**config.mk**
```make
export PLATFORM = sky130hd
export DESIGN_NAME = slot_timing_gen
export DESIGN_NICKNAME = d
export VERILOG_FILES = /design/src/rtl/slot_timing_pkg.sv /design/src/rtl/bclk_divider.sv /design/src/rtl/bit_source.sv /design/src/rtl/slot_counter.sv /design/src/rtl/ws_gen.sv /design/src/rtl/slot_timing_gen.sv
export SDC_FILE = /design/constraint.sdc
export NUM_CORES = 1
export LEC_CHECK = 0
export ABC_CLOCK_PERIOD_IN_PS = 12200
export CAP_MARGIN = 30
export CORE_UTILIZATION = 35
export DETAILED_ROUTE_END_ITERATION = 8
export DONT_BUFFER_PORTS = 1
export HOLD_SLACK_MARGIN = 0.03
export PLACE_DENSITY = 0.48
export SLEW_MARGIN = 10
export SYNTH_ARGS = -nofsm -noshare
export SYNTH_HDL_FRONTEND = slang
export SYNTH_SLANG_ARGS = --single-unit
export TNS_END_PERCENT = 100
```
**constraint.sdc**
```tcl
create_clock -name clk -period 12.2 [get_ports clk]
set_input_delay 3.05 -clock clk [delete_from_list [all_inputs] [get_ports clk]]
set_output_delay 3.05 -clock clk [all_outputs]
set_load 0.01 [all_outputs]
```
**src/rtl/slot_timing_pkg.sv**
```systemverilog
package slot_timing_pkg;
  localparam int DIV_W    = 10;  // widest ratio is 512
  localparam int SEL_W    = 4;   // sixteen stages
  localparam int SLOT_W   = 5;   // up to 32 slots
  localparam int BIT_W    = 3;   // 8 bits per slot
  localparam int N_STAGES = 1 << SEL_W;

  // ratio table: interleaved powers of two and 1.5x powers of two
  function automatic logic [DIV_W-1:0] ratio_of(input logic [SEL_W-1:0] sel);
    logic [DIV_W-1:0] r;
    case (sel)
      4'd0:  r = 10'd2;
      4'd1:  r = 10'd4;
      4'd2:  r = 10'd6;
      4'd3:  r = 10'd8;
      4'd4:  r = 10'd12;
      4'd5:  r = 10'd16;
      4'd6:  r = 10'd24;
      4'd7:  r = 10'd32;
      4'd8:  r = 10'd48;
      4'd9:  r = 10'd64;
      4'd10: r = 10'd96;
      4'd11: r = 10'd128;
      4'd12: r = 10'd192;
      4'd13: r = 10'd256;
      4'd14: r = 10'd384;
      default: r = 10'd512;
    endcase
    return r;
  endfunction
endpackage

```
**src/rtl/bclk_divider.sv**
```systemverilog
module bclk_divider
  import slot_timing_pkg::*;
#(
  parameter int CNT_W  = DIV_W,
  parameter int DSEL_W = SEL_W
) (
  input  logic              clk,
  input  logic              rst_n,
  input  logic [DSEL_W-1:0] div_sel,
  output logic              bclk_int,
  output logic              tick_int
);
  logic [CNT_W-1:0] ratio, half, last, cnt;

  assign ratio = CNT_W'(ratio_of(SEL_W'(div_sel)));
  assign half  = ratio >> 1;
  assign last  = ratio - CNT_W'(1);

  always_ff @(posedge clk) begin
    if (!rst_n)           cnt <= '0;
    else if (cnt >= last) cnt <= '0;
    else                  cnt <= cnt + CNT_W'(1);
  end

  // high for the first half of each period, tick on its final cycle
  assign bclk_int = (cnt < half);
  assign tick_int = (cnt >= last);


  int_tick_single_chk: assert property (@(posedge clk) disable iff (!rst_n)
    tick_int |=> !tick_int)
    else $error("divider tick lasted more than one cycle");


  int_rise_after_tick_chk: assert property (@(posedge clk) disable iff (!rst_n)
    tick_int |=> bclk_int)
    else $error("bit period did not start high");
endmodule

```
**src/rtl/bit_source.sv**
```systemverilog
module bit_source #(
  parameter int SYNC_STAGES = 2
) (
  input  logic clk,
  input  logic rst_n,
  input  logic use_int,
  input  logic bclk_int,
  input  logic tick_int,
  input  logic ext_bclk,
  input  logic ws_in,
  output logic bclk,
  output logic bit_tick,
  output logic ws_s,
  output logic oe_q
);
  logic ext_s, ext_d, ext_tick;

  // same depth for clock and sync keeps them aligned
  generate
    if (SYNC_STAGES == 1) begin : g_one
      logic ext_r, ws_r;
      always_ff @(posedge clk) begin
        if (!rst_n) begin
          ext_r <= 1'b0;
          ws_r  <= 1'b0;
        end else begin
          ext_r <= ext_bclk;
          ws_r  <= ws_in;
        end
      end
      assign ext_s = ext_r;
      assign ws_s  = ws_r;
    end else begin : g_many
      logic [SYNC_STAGES-1:0] ext_sh, ws_sh;
      always_ff @(posedge clk) begin
        if (!rst_n) begin
          ext_sh <= '0;
          ws_sh  <= '0;
        end else begin
          ext_sh <= {ext_sh[SYNC_STAGES-2:0], ext_bclk};
          ws_sh  <= {ws_sh[SYNC_STAGES-2:0], ws_in};
        end
      end
      assign ext_s = ext_sh[SYNC_STAGES-1];
      assign ws_s  = ws_sh[SYNC_STAGES-1];
    end
  endgenerate

  always_ff @(posedge clk) begin
    if (!rst_n) begin
      ext_d <= 1'b0;
      oe_q  <= 1'b0;
    end else begin
      ext_d <= ext_s;
      oe_q  <= use_int;
    end
  end

  assign ext_tick = ext_s & ~ext_d;
  assign bclk     = use_int ? bclk_int : ext_s;
  assign bit_tick = use_int ? tick_int : ext_tick;


  ext_tick_single_chk: assert property (@(posedge clk) disable iff (!rst_n)
    ext_tick |=> !ext_tick)
    else $error("external edge gave a long tick");
endmodule

```
**src/rtl/slot_counter.sv**
```systemverilog
module slot_counter
  import slot_timing_pkg::*;
#(
  parameter int SW = SLOT_W,
  parameter int BW = BIT_W
) (
  input  logic          clk,
  input  logic          rst_n,
  input  logic          bit_tick,
  input  logic          ws_s,
  input  logic          sync_en,
  input  logic          sync_early,
  input  logic [SW-1:0] frame_len,
  output logic [BW-1:0] bit_idx,
  output logic [SW-1:0] slot_idx,
  output logic          eos
);
  localparam logic [BW-1:0] LAST_BIT = {BW{1'b1}};

  logic ws_prev, resync;

  always_ff @(posedge clk) begin
    if (!rst_n)        ws_prev <= 1'b0;
    else if (bit_tick) ws_prev <= ws_s;
  end

  assign resync = bit_tick & sync_en & ws_s & ~ws_prev;
  assign eos    = bit_tick & (bit_idx == LAST_BIT);

  always_ff @(posedge clk) begin
    if (!rst_n) begin
      bit_idx  <= '0;
      slot_idx <= '0;
    end else if (resync) begin
      bit_idx  <= sync_early ? BW'(0) : BW'(1);
      slot_idx <= '0;
    end else if (bit_tick) begin
      bit_idx <= bit_idx + BW'(1);
      if (bit_idx == LAST_BIT)
        slot_idx <= (slot_idx >= frame_len) ? SW'(0) : slot_idx + SW'(1);
    end
  end


  slot_step_chk: assert property (@(posedge clk) disable iff (!rst_n)
    (eos && !resync && slot_idx < frame_len) |=> slot_idx == $past(slot_idx) + SW'(1))
    else $error("slot did not advance");


  slot_wrap_chk: assert property (@(posedge clk) disable iff (!rst_n)
    (eos && !resync && slot_idx >= frame_len) |=> slot_idx == '0)
    else $error("slot did not wrap");


  resync_align_chk: assert property (@(posedge clk) disable iff (!rst_n)
    resync |=> (slot_idx == '0) && (bit_idx == ($past(sync_early) ? BW'(0) : BW'(1))))
    else $error("sync gave wrong alignment");


  count_hold_chk: assert property (@(posedge clk) disable iff (!rst_n)
    !bit_tick |=> $stable(bit_idx) && $stable(slot_idx))
    else $error("counter moved without a bit tick");


  eos_single_chk: assert property (@(posedge clk) disable iff (!rst_n)
    eos |=> !eos)
    else $error("end-of-slot longer than one cycle");
endmodule

```
**src/rtl/ws_gen.sv**
```systemverilog
module ws_gen
  import slot_timing_pkg::*;
#(
  parameter int SW = SLOT_W,
  parameter int BW = BIT_W
) (
  input  logic [BW-1:0] bit_idx,
  input  logic [SW-1:0] slot_idx,
  input  logic [SW-1:0] frame_len,
  input  logic          ws_early,
  output logic          ws_out
);
  localparam logic [BW-1:0] LAST_BIT = {BW{1'b1}};

  always_comb begin
    if (ws_early) ws_out = (slot_idx == frame_len) && (bit_idx == LAST_BIT);
    else          ws_out = (slot_idx == '0) && (bit_idx == '0);
  end
endmodule

```
**src/rtl/slot_timing_gen.sv**
```systemverilog
module slot_timing_gen
  import slot_timing_pkg::*;
#(
  parameter int CNT_W       = DIV_W,
  parameter int DSEL_W      = SEL_W,
  parameter int SW          = SLOT_W,
  parameter int BW          = BIT_W,
  parameter int SYNC_STAGES = 2
) (
  input  logic              clk,
  input  logic              rst_n,
  input  logic [DSEL_W-1:0] div_sel,
  input  logic              bclk_oe,
  input  logic              ext_bclk,
  input  logic              sync_en,
  input  logic              sync_early,
  input  logic              ws_early,
  input  logic [SW-1:0]     frame_len,
  input  logic              ws_in,
  output logic              bclk,
  output logic              bclk_oe_o,
  output logic [SW-1:0]     slot_idx,
  output logic              eos,
  output logic              ws_out
);
  logic          bclk_int, tick_int, bit_tick, ws_s;
  logic [BW-1:0] bit_idx;

  bclk_divider #(.CNT_W(CNT_W), .DSEL_W(DSEL_W)) u_div (
    .clk(clk), .rst_n(rst_n), .div_sel(div_sel),
    .bclk_int(bclk_int), .tick_int(tick_int)
  );

  bit_source #(.SYNC_STAGES(SYNC_STAGES)) u_src (
    .clk(clk), .rst_n(rst_n), .use_int(bclk_oe),
    .bclk_int(bclk_int), .tick_int(tick_int),
    .ext_bclk(ext_bclk), .ws_in(ws_in),
    .bclk(bclk), .bit_tick(bit_tick), .ws_s(ws_s), .oe_q(bclk_oe_o)
  );

  slot_counter #(.SW(SW), .BW(BW)) u_cnt (
    .clk(clk), .rst_n(rst_n), .bit_tick(bit_tick), .ws_s(ws_s),
    .sync_en(sync_en), .sync_early(sync_early), .frame_len(frame_len),
    .bit_idx(bit_idx), .slot_idx(slot_idx), .eos(eos)
  );

  ws_gen #(.SW(SW), .BW(BW)) u_ws (
    .bit_idx(bit_idx), .slot_idx(slot_idx), .frame_len(frame_len),
    .ws_early(ws_early), .ws_out(ws_out)
  );
endmodule

```
### Yosys cells after proc, flatten, opt, wreduce, memory -nomap -nowiden

Memories as Yosys holds them, arrays and structs flattened.
Cells that the tools add are included.
Widths: inputs -> output; s select.

* memories: 1
* memory bits (writable): 0
* bits in registers: 25
* output and inout bits: 9
* logic and storage cells: 41
* bits in read-only memories: 144
* input port bits: 17
* latch bits: 0

* $mul: 0
* mux-type cells: 7
* bitwise operators: 8
* order comparisons: 3
* divide/modulo/power cells: 0
* eq/ne operators: 2
* reduce and logical (&&, ||, !) cells: 8
* $add $sub $neg: 4
* shifts and indexed selects: 0

Memories
* (no name shown): depth 16, width 9, read ports 1, clocked after memory_dff 0, write ports 0, line slot_timing_pkg.sv:11 `case (sel)`

Operator list (number)
* $add 10x1->10 const B: 1
* $ge 10x10->1: 1
* $lt 10x9->1: 1
* $sub 10x1->10 const B: 1
* $mux 3: 2
* $add 5x1->5 const B: 1
* $and 1x1->1: 5
* $eq 5x5->1: 1
* $ge 5x5->1: 1
* $logic_not 5->1: 1
* $mux 5: 1
* $mux 1: 4
* $reduce_or 2->1: 2
* $add 3x1->3 const B: 1
* $eq 3x3->1 const B: 1
* $logic_not 3->1: 1
* $not 1->1: 3
* $logic_and 1x1->1: 2
* $reduce_and 2->1: 1
* $reduce_bool 2->1: 1

### Depth between registers and ports, before layout

Gate-level depths: netlist of run 1.
An unclocked memory read counts as a cell.

* word-level depth: 8
* depth in mapped cells: 14
* mapped depth without buffers: 14

### Cells and area by module

A second synthesis of run 1 with hierarchy kept.

* cell total of the unflattened synthesis: 224
* area, all modules: 2048.2 um2

By module, submodules not included
* bclk_divider: cells each 133, times used 1, area each 1188.6 um2, sequential area each 200.2 um2
* slot_counter: cells each 61, times used 1, area each 580.6 um2, sequential area each 180.2 um2
* bit_source: cells each 17, times used 1, area each 192.7 um2, sequential area each 120.1 um2
* ws_gen: cells each 13, times used 1, area each 86.3 um2, sequential area each 0.0 um2

### Least setup slack after synthesis of run 1

Ideal clock, no wire load.

* path kind: input -> output
* start: input div_sel[0]
* end: output eos
* stages: 14
* required time: 9.150 ns
* arrival: 5.459 ns
* setup slack: 3.691 ns
* buffers on the path: 0
* cell sequence: inv_1 -> ha_1 -> mux2i_1 -> or2_2 -> ha_1 -> nand3_1 -> nor3_1 -> xor2_1 -> ha_1 -> nand2_1 -> o211a_1 -> a21bo_2 -> nand2_1 -> nor2_1

* cells in the longest elaborated chain, start to end: 5

RTL lines
* from (decl): line slot_timing_gen.sv:12 `input logic [DSEL_W-1:0] div_sel,`
* $mem_v2 16x9
* $sub 10x1->10: line bclk_divider.sv:17 `assign last = ratio - CNT_W'(1);`
* $ge 10x10->1: line bclk_divider.sv:27 `assign tick_int = (cnt >= last);`
* $mux 1: line bit_source.sv:61 `assign bit_tick = use_int ? tick_int : ext_tick;`
* $and 1x1->1: line slot_counter.sv:28 `assign eos = bit_tick & (bit_idx == LAST_BIT);`
* to (decl): line slot_timing_gen.sv:23 `output logic eos,`

No other way between the ends.

### Final worst setup path of run 1

Same ends and word-level chain as after synthesis.

==> metrics.yaml, run 1 <==
power_leakage_uw: 0.000881
drt_pass1_iterations: 4
die_x_um: 76.3
hp-class: "reg -> reg"
synth_most_common_cell: "ha_1"
syn_avg_cell_area_sq_um: 8.27
finalNetCount: 281
worstPathRequired_ns: 9.15
cts_buffers: 3
arrival_ns: 5.71
worstHoldPathCells: 1
hold-worst-slack_ns: 0.441
worstSetupStartpointType: "input pin"
relSlewSlack: 0.650
clock_skew_ns: 0.0100
clkLatencyLatePin_ns: 0.27
htreeDepth: 1
clockRootBuffer: "clkbuf_8"
fin_cells: 304
antenna_found_initial: 0
routedWlPerCell_um: 13.9
ant_nets: 0
path_cells: "inv_1 > ha_1 > mux2i_1 > or2_2 > ha_1 > nand3_1 > nor2_1 > xor2_1 > ha_1 > a21oi_1 > o211a_1 > a21bo_2 > nand2_1 > nor2_1"
fp-row-count: 26
hpwlAfterDp_mm: 3.37
critPathMaxStageDelay_ns: 0.35
status: "finished, final reports clean"
critical_path_class: "in -> out"
syn_inst: 234
crit_top_cell: "ha_1"
port_buffers: 0
fin_crit_sh: 0.718
drive_above_1_share: 0.0726
irDropWorstVdd_v: 0.0000397
die_h_um: 76.3
crit_path_end_kind: "output pin"
overflow: 0
grt_max_degree: 16
rsz0062_at_grt: "no"
synth_top_cell_by_area: "dfxtp_1"
synth_common_cells: "ha_1 (29), dfxtp_1 (25), inv_1 (21)"
fin_tns_setup_ns: 0
vias: 1623
cts_tree: "done"
synth-edff-count: 0
path_clk_slew_ns: 0.10
multi_input_area_sq_um: 1340
ff2ff_path_depth: 7
worst-path-buf-inv: 1
fin_crit_ns: 8.76
synth_area_sq_um: 1930
routabilityCongestion: 0.821
drc: 0
initial_core_util: 0.372
fillCellCount: 567
hold_violations: 0
design.die.area_sq_um: 5830
ys_warn_count: 0
routed_wl_mm: 4.24
worstMarginPinSlew_ns: 0.525
postCtsSetupRepairBufs: 0
path_max_fanout: 7
fmax_mhz: 114
cp_slowest_cell: "ha_1"
area_growth_syn_to_layout_pct: 6.14
cts_hold_buf: 0
cp.depth: 14
post_cts_resized: 0
core_sq_um: 5200
synth_ff_type: "dfxtp_1"
grt_pass1_vias: 1499
maxCapViolCount: 0
ios: 26
synth_top_area_share: 0.259
synth-seq-cells: 25
syn_nets: 280
setup_viol: 0
grt_pass1_wl_mm: 7.16
drt_iter0_drc: 58
cts_sinks: 25
maxSlewViolCount: 0
synthTopCellsByArea: "dfxtp_1 (26%), ha_1 (19%), xor2_1 (4.5%)"
power.density_nw_per_um2: 82.9
vias_per_cell: 5.34
synth_sequential_area_ratio: 0.259
clk_path_buf_depth: 2
antenna_cells: 0
seqCellArea_sq_um: 500
dp_cells: 300
gr-usage-all-layers: 0.149
synth.distinct_cells: 47
synthArstFlopShare: 0
critPathTopFamily: "simple AND/OR/NAND/NOR gates"
## report_power, final
| part | leakage (uW) | switching [uW] | internal [uW] | total, uW |
|---|---|---|---|---|
| Sequential | 0.000204 | 2.94 | 83.9 | 86.8 |
| Clock | 0.0000217 | 27.0 | 23.1 | 50.1 |
| Combinational | 0.000656 | 18.9 | 14.5 | 33.4 |
| Total | 0.000881 | 48.7 | 121 | 170 |
## cell usage in the layout (no fill, tap or decap), types with 3 or more instances in the layout
cell type,netlist,final
ha_1,29,29
dfxtp_1,25,25
inv_1,21,21
nor2_1,17,17
o21ai_0,15,15
nand3_1,13,13
a21oi_1,12,12
nand2_1,11,11
xor2_1,10,10
and3_1,6,6
and2_1,6,6
a211oi_1,5,5
nand4_1,5,5
nor2b_1,5,5
nand2b_1,4,4
o221a_2,4,4
a21o_1,3,3
nor3_1,3,3
xnor2_1,3,3
a31oi_1,3,3
clkbuf_8,0,3
## registers in the layout (all words and copies together), names as in the netlist
signal	count
u_src.ext_d	1
u_cnt.bit_idx	3
u_src.g_many.ext_sh	2
u_cnt.ws_prev	1
u_src.oe_q	1
u_src.g_many.ws_sh	2
u_div.cnt	10
u_cnt.slot_idx	5
## final timing paths
check | to | slack [ns] | startpoint
max | eos | 3.44 | div_sel[0]
min | u_src.g_many.ext_sh[1] | 0.44 | u_src.g_many.ext_sh[0]
min reg2reg | u_src.g_many.ext_sh[1] | 0.44 | u_src.g_many.ext_sh[0]
max reg2reg | u_cnt.slot_idx[3] | 10.00 | u_cnt.slot_idx[0]
## kinds of logic (layout without fill, tap and decap cells)
group | count (synthesis) | after routing | synth area share
AOI/OAI and AO/OA | 61 | 61 | 0.219
xor gates and xnor gates | 13 | 13 | 0.0589
adders and majority gates | 29 | 29 | 0.188
buffers and inverters | 25 | 25 | 0.0498
DFF | 25 | 25 | 0.259
muxes | 2 | 2 | 0.0103
and+or+nand+nor | 79 | 79 | 0.216
## metal layers
layer  GRT usage  vias to the layer above  part of all wire
li1            -                      853                 -
met1       0.222                      741              0.56
met2       0.216                       27              0.40
met3      0.0299                        2             0.038
met4      0.0346                        0            0.0045
met5           0                        -                 0
## metrics by stage
step / utilization / power, uW / setup slack [ns] / instance area (sq um)
detailed placement: 0.385 / 122 / 3.43 / 2000
floorplan: - / 116 / 3.69 / 1930
global route: 0.394 / 182 / 3.20 / 2050
finish: 0.394 / 170 / 3.44 / 2050
global placement: 0.385 / 122 / 3.51 / 2000
CTS: 0.394 / 173 / 3.43 / 2050
## worst register-to-register path, delay by kind of cell, from the launching register on
family | cells | cell delay [ns]
adders and majority gates | 1 | 0.29
and+or+nand+nor | 2 | 0.47
DFF | 1 | 0.49
AOI/OAI and AO/OA | 3 | 0.79
buffers and inverters | 1 | 0.11
## layout make-up
type	count	area share
clock buffer	3	0.0201
inverter	21	0.0384
clock inverter	1	0.00366
tap	70	0.0427
multi-input combinational	184	0.651
sequential	25	0.244
Note: power is estimated with default switching activity, not from simulation.
==> run 2: changes to the inputs <==
--- a/config.mk
+++ b/config.mk
@@ -5,13 +5,14 @@
 export SDC_FILE = /design/constraint.sdc
 export NUM_CORES = 1
 export LEC_CHECK = 0
-export ABC_CLOCK_PERIOD_IN_PS = 12200
+export ABC_AREA = 1
+export ABC_CLOCK_PERIOD_IN_PS = 7500
 export CAP_MARGIN = 30
 export CORE_UTILIZATION = 35
 export DETAILED_ROUTE_END_ITERATION = 8
 export DONT_BUFFER_PORTS = 1
 export HOLD_SLACK_MARGIN = 0.03
-export PLACE_DENSITY = 0.48
+export PLACE_DENSITY = 0.5
 export SLEW_MARGIN = 10
 export SYNTH_ARGS = -nofsm -noshare
 export SYNTH_HDL_FRONTEND = slang
==> constraint.sdc (replaced) <==
create_clock -name clk -period 7.5 [get_ports clk]
set_input_delay 1.875 -clock clk [delete_from_list [all_inputs] [get_ports clk]]
set_output_delay 1.875 -clock clk [all_outputs]
set_load 0.01 [all_outputs]
==> run 2 against run 1 <==
- total power is 60% higher
- largest cell class unchanged
- combinational power increased by 58%
- worst hold slack worse by 0.022 ns
- cell count increased by 16%
- critical endpoint unchanged
- global-route usage fell by 0.39 points
- non-clock buffer count is the same
- wire length fell by 12%
- count of clock-buffer cells in the layout unchanged
- flip-flop and latch count unchanged
==> metrics.yaml, run 2 <==
routedWlPerCell_um: 10.6  # -24%
hpwlAfterDp_mm: 3.09  # -8.3%
top_register: "u_div.cnt"
fin_crit_ns: 6.44
htreeDepth: 1  # unchanged
fin_cells: 352  # +16%
hold-path-endpoint: "u_src.g_many.ext_sh[1]"
path_cells: "inv_1 > ha_1 > or2_2 > nand3_1 > ha_1 > nand2_1 > nor2_1 > nand4_1 > xor2_1 > ha_1 > nand2_1 > nor2_1 > nand3_1 > nand3_1 > nand2_1 > nand2_4 > nand2_4 > inv_2"
fillCellCount: 569  # +0.35%
final_cell_mix: "nand2_1 (64), inv_1 (44), ha_1 (29), nor2_1 (25), dfxtp_1 (25)"
initial_core_util: 0.372  # about the same
routabilityCongestion: 0.788  # -4.0%
antenna_found_initial: 0  # unchanged
synth_top_area_share: 0.259  # about the same
r2r_end: "u_div.cnt[4]"
power.total_uw: 272  # +60%
fp-row-count: 26  # unchanged
syn_avg_cell_area_sq_um: 6.94  # -16%
vias: 1616  # -0.43%
crit_path_end_kind: "output pin"
irDropWorstVdd_v: 0.0000819  # +110%
setup_viol: 0  # unchanged
ff2ff_path_depth: 8  # +1
synth-seq-cells: 25  # unchanged
synth_common_cells: "nand2_1 (64), inv_1 (44), ha_1 (29)"
critPathMaxStageDelay_ns: 0.32  # -0.03 ns
syn_nets: 325  # +16%
synth_top_cell_by_area: "dfxtp_1"
synthArstFlopShare: 0  # unchanged
relSlewSlack: 0.664  # +0.0142
clockRootBuffer: "clkbuf_8"
r2r_setup_slack_ns: 5.62  # -4.38 ns
die_h_um: 76.4  # about the same
worstHoldPathCells: 2  # +1
path_max_fanout: 9  # +2
worstPathRequired_ns: 5.62  # -3.53 ns
synth-edff-count: 0  # unchanged
cts_sinks: 25  # unchanged
worst-path-buf-inv: 2  # +1
overflow: 0  # unchanged
syn_inst: 279  # +19%
finalNetCount: 329  # +17%
vias_per_cell: 4.59  # -14%
synth_ff_type: "dfxtp_1"
design.die.area_sq_um: 5830  # about the same
ys_warn_count: 0  # unchanged
power_leakage_uw: 0.00102  # +15%
drc: 0  # unchanged
synthTopCellsByArea: "dfxtp_1 (26%), ha_1 (19%), nand2_1 (12%)"
status: "finished, final reports clean"
ios: 26  # unchanged
synth_most_common_cell: "nand2_1"
synth_area_sq_um: 1940  # about the same
post_cts_resized: 0  # unchanged
worstSetupStartpointType: "input pin"
finalWorstSetupSlack_ns: 1.06  # -2.39 ns
die_x_um: 76.4  # about the same
cts_buffers: 3  # unchanged
fin_crit_sh: 0.859
cts_tree: "done"
worstReg2RegStart: "u_div.cnt[5]"
synth.distinct_cells: 29  # -38%
largest_registers: "u_div.cnt x10, u_cnt.slot_idx x5, u_cnt.bit_idx x3"
worstMarginPinSlew_ns: 0.502  # -0.0228 ns
power.density_nw_per_um2: 132  # +59%
cts_hold_buf: 0  # unchanged
hold_path_startpoint: "u_src.g_many.ext_sh[0]"
fmax_mhz: 155
grt_pass1_vias: 1592  # +6.2%
path_clk_slew_ns: 0.09  # about the same
ant_nets: 0  # unchanged
drt_iter0_drc: 49  # -16%
clock_skew_ns: 0.00629  # -0.00372 ns
largest_reg_flops: 10  # unchanged
routed_wl_mm: 3.73  # -12%
gr-usage-all-layers: 0.145  # -0.00391
clk_path_buf_depth: 2  # unchanged
area_growth_syn_to_layout_pct: 6.85
grt_max_degree: 16  # unchanged
dp_slack_ns: 1.07  # -2.37 ns
antenna_cells: 0  # unchanged
drive_above_1_share: 0.0745  # +0.00182
hold_violations: 0  # unchanged
drt_pass1_iterations: 4  # unchanged
layout_commonest_cell: "nand2_1"
rsz0062_at_grt: "no"
grt_pass1_wl_mm: 6.98  # -2.5%
hp-class: "reg -> reg"
dp_cells: 348  # +16%
arrival_ns: 4.57  # -1.14 ns
maxSlewViolCount: 0  # unchanged
port_buffers: 0  # unchanged
postCtsSetupRepairBufs: 0  # unchanged
fin_tns_setup_ns: 0  # unchanged
synth_sequential_area_ratio: 0.259  # about the same
maxCapViolCount: 0  # unchanged
cp_slowest_cell: "or2_2"
critical_path_class: "in -> out"
critPathTopFamily: "simple AND/OR/NAND/NOR gates"
clkLatencyLatePin_ns: 0.27  # about the same
core_sq_um: 5200  # unchanged
[run 2: report_power, final]
part / total, uW / switching [uW] / internal (uW)
sequential: 140 / 3.85 / 136
combinational: 52.7 / 32.2 / 20.5
clock: 79.8 / 42.2 / 37.6
[run 2: area by class of cell]
| type | instances | area [sq um] | area share |
|---|---|---|---|
| Multi-Input combinational cell | 204 | 1250 | 0.603 |
| Sequential cell | 25 | 500 | 0.242 |
| Inverter | 49 | 184 | 0.0889 |
| Tap cell | 70 | 87.6 | 0.0423 |
| Clock buffer | 3 | 41.3 | 0.0200 |
| Clock inverter | 1 | 7.51 | 0.00363 |
[run 2: cells by family after synthesis]
kind of cell | Yosys count | synth area share
simple gates | 132 | 0.308
buf+inv | 50 | 0.0970
compound gates | 31 | 0.0950
fa+ha+maj | 29 | 0.187
flops | 25 | 0.259
xor+xnor | 12 | 0.0543
[run 2: routing by layer]
metal  global-route usage  up-vias  wire (um)
li1                     -      905          -
met1                0.194      694       1960
met2                0.241       13       1650
met3               0.0275        4         91
met4               0.0288        0         31
met5                    0        -          0
[run 2: worst max-delay path by stage]
stage,startpoint,end,depth (start not counted)
final,div_sel[0],eos,18
after global routing,div_sel[0],eos,18
after CTS,div_sel[0],eos,18
after detailed placement,div_sel[0],eos,18
after global placement,div_sel[0],eos,18
after floorplan,div_sel[0],eos,18
[run 2: stage by stage]
stage               utilization  hold WS [ns]  instance area (sq um)
CTS                       0.397         0.418                   2070
detailed placement        0.388         0.397                   2020
finish                    0.397         0.418                   2070
floorplan                     -         0.390                   1940
global route              0.397         0.445                   2070
global placement          0.388         0.392                   2020
[run 2: worst register-to-register path: stages, from the launching register on]
cell and delay [ns]:
dfxtp_1 0.49, ha_1 0.30, nand2_1 0.09, inv_1 0.04
nand2_1 0.06, nand2_1 0.05, nand2_1 0.07, nand4_1 0.40
nor3b_1 0.30
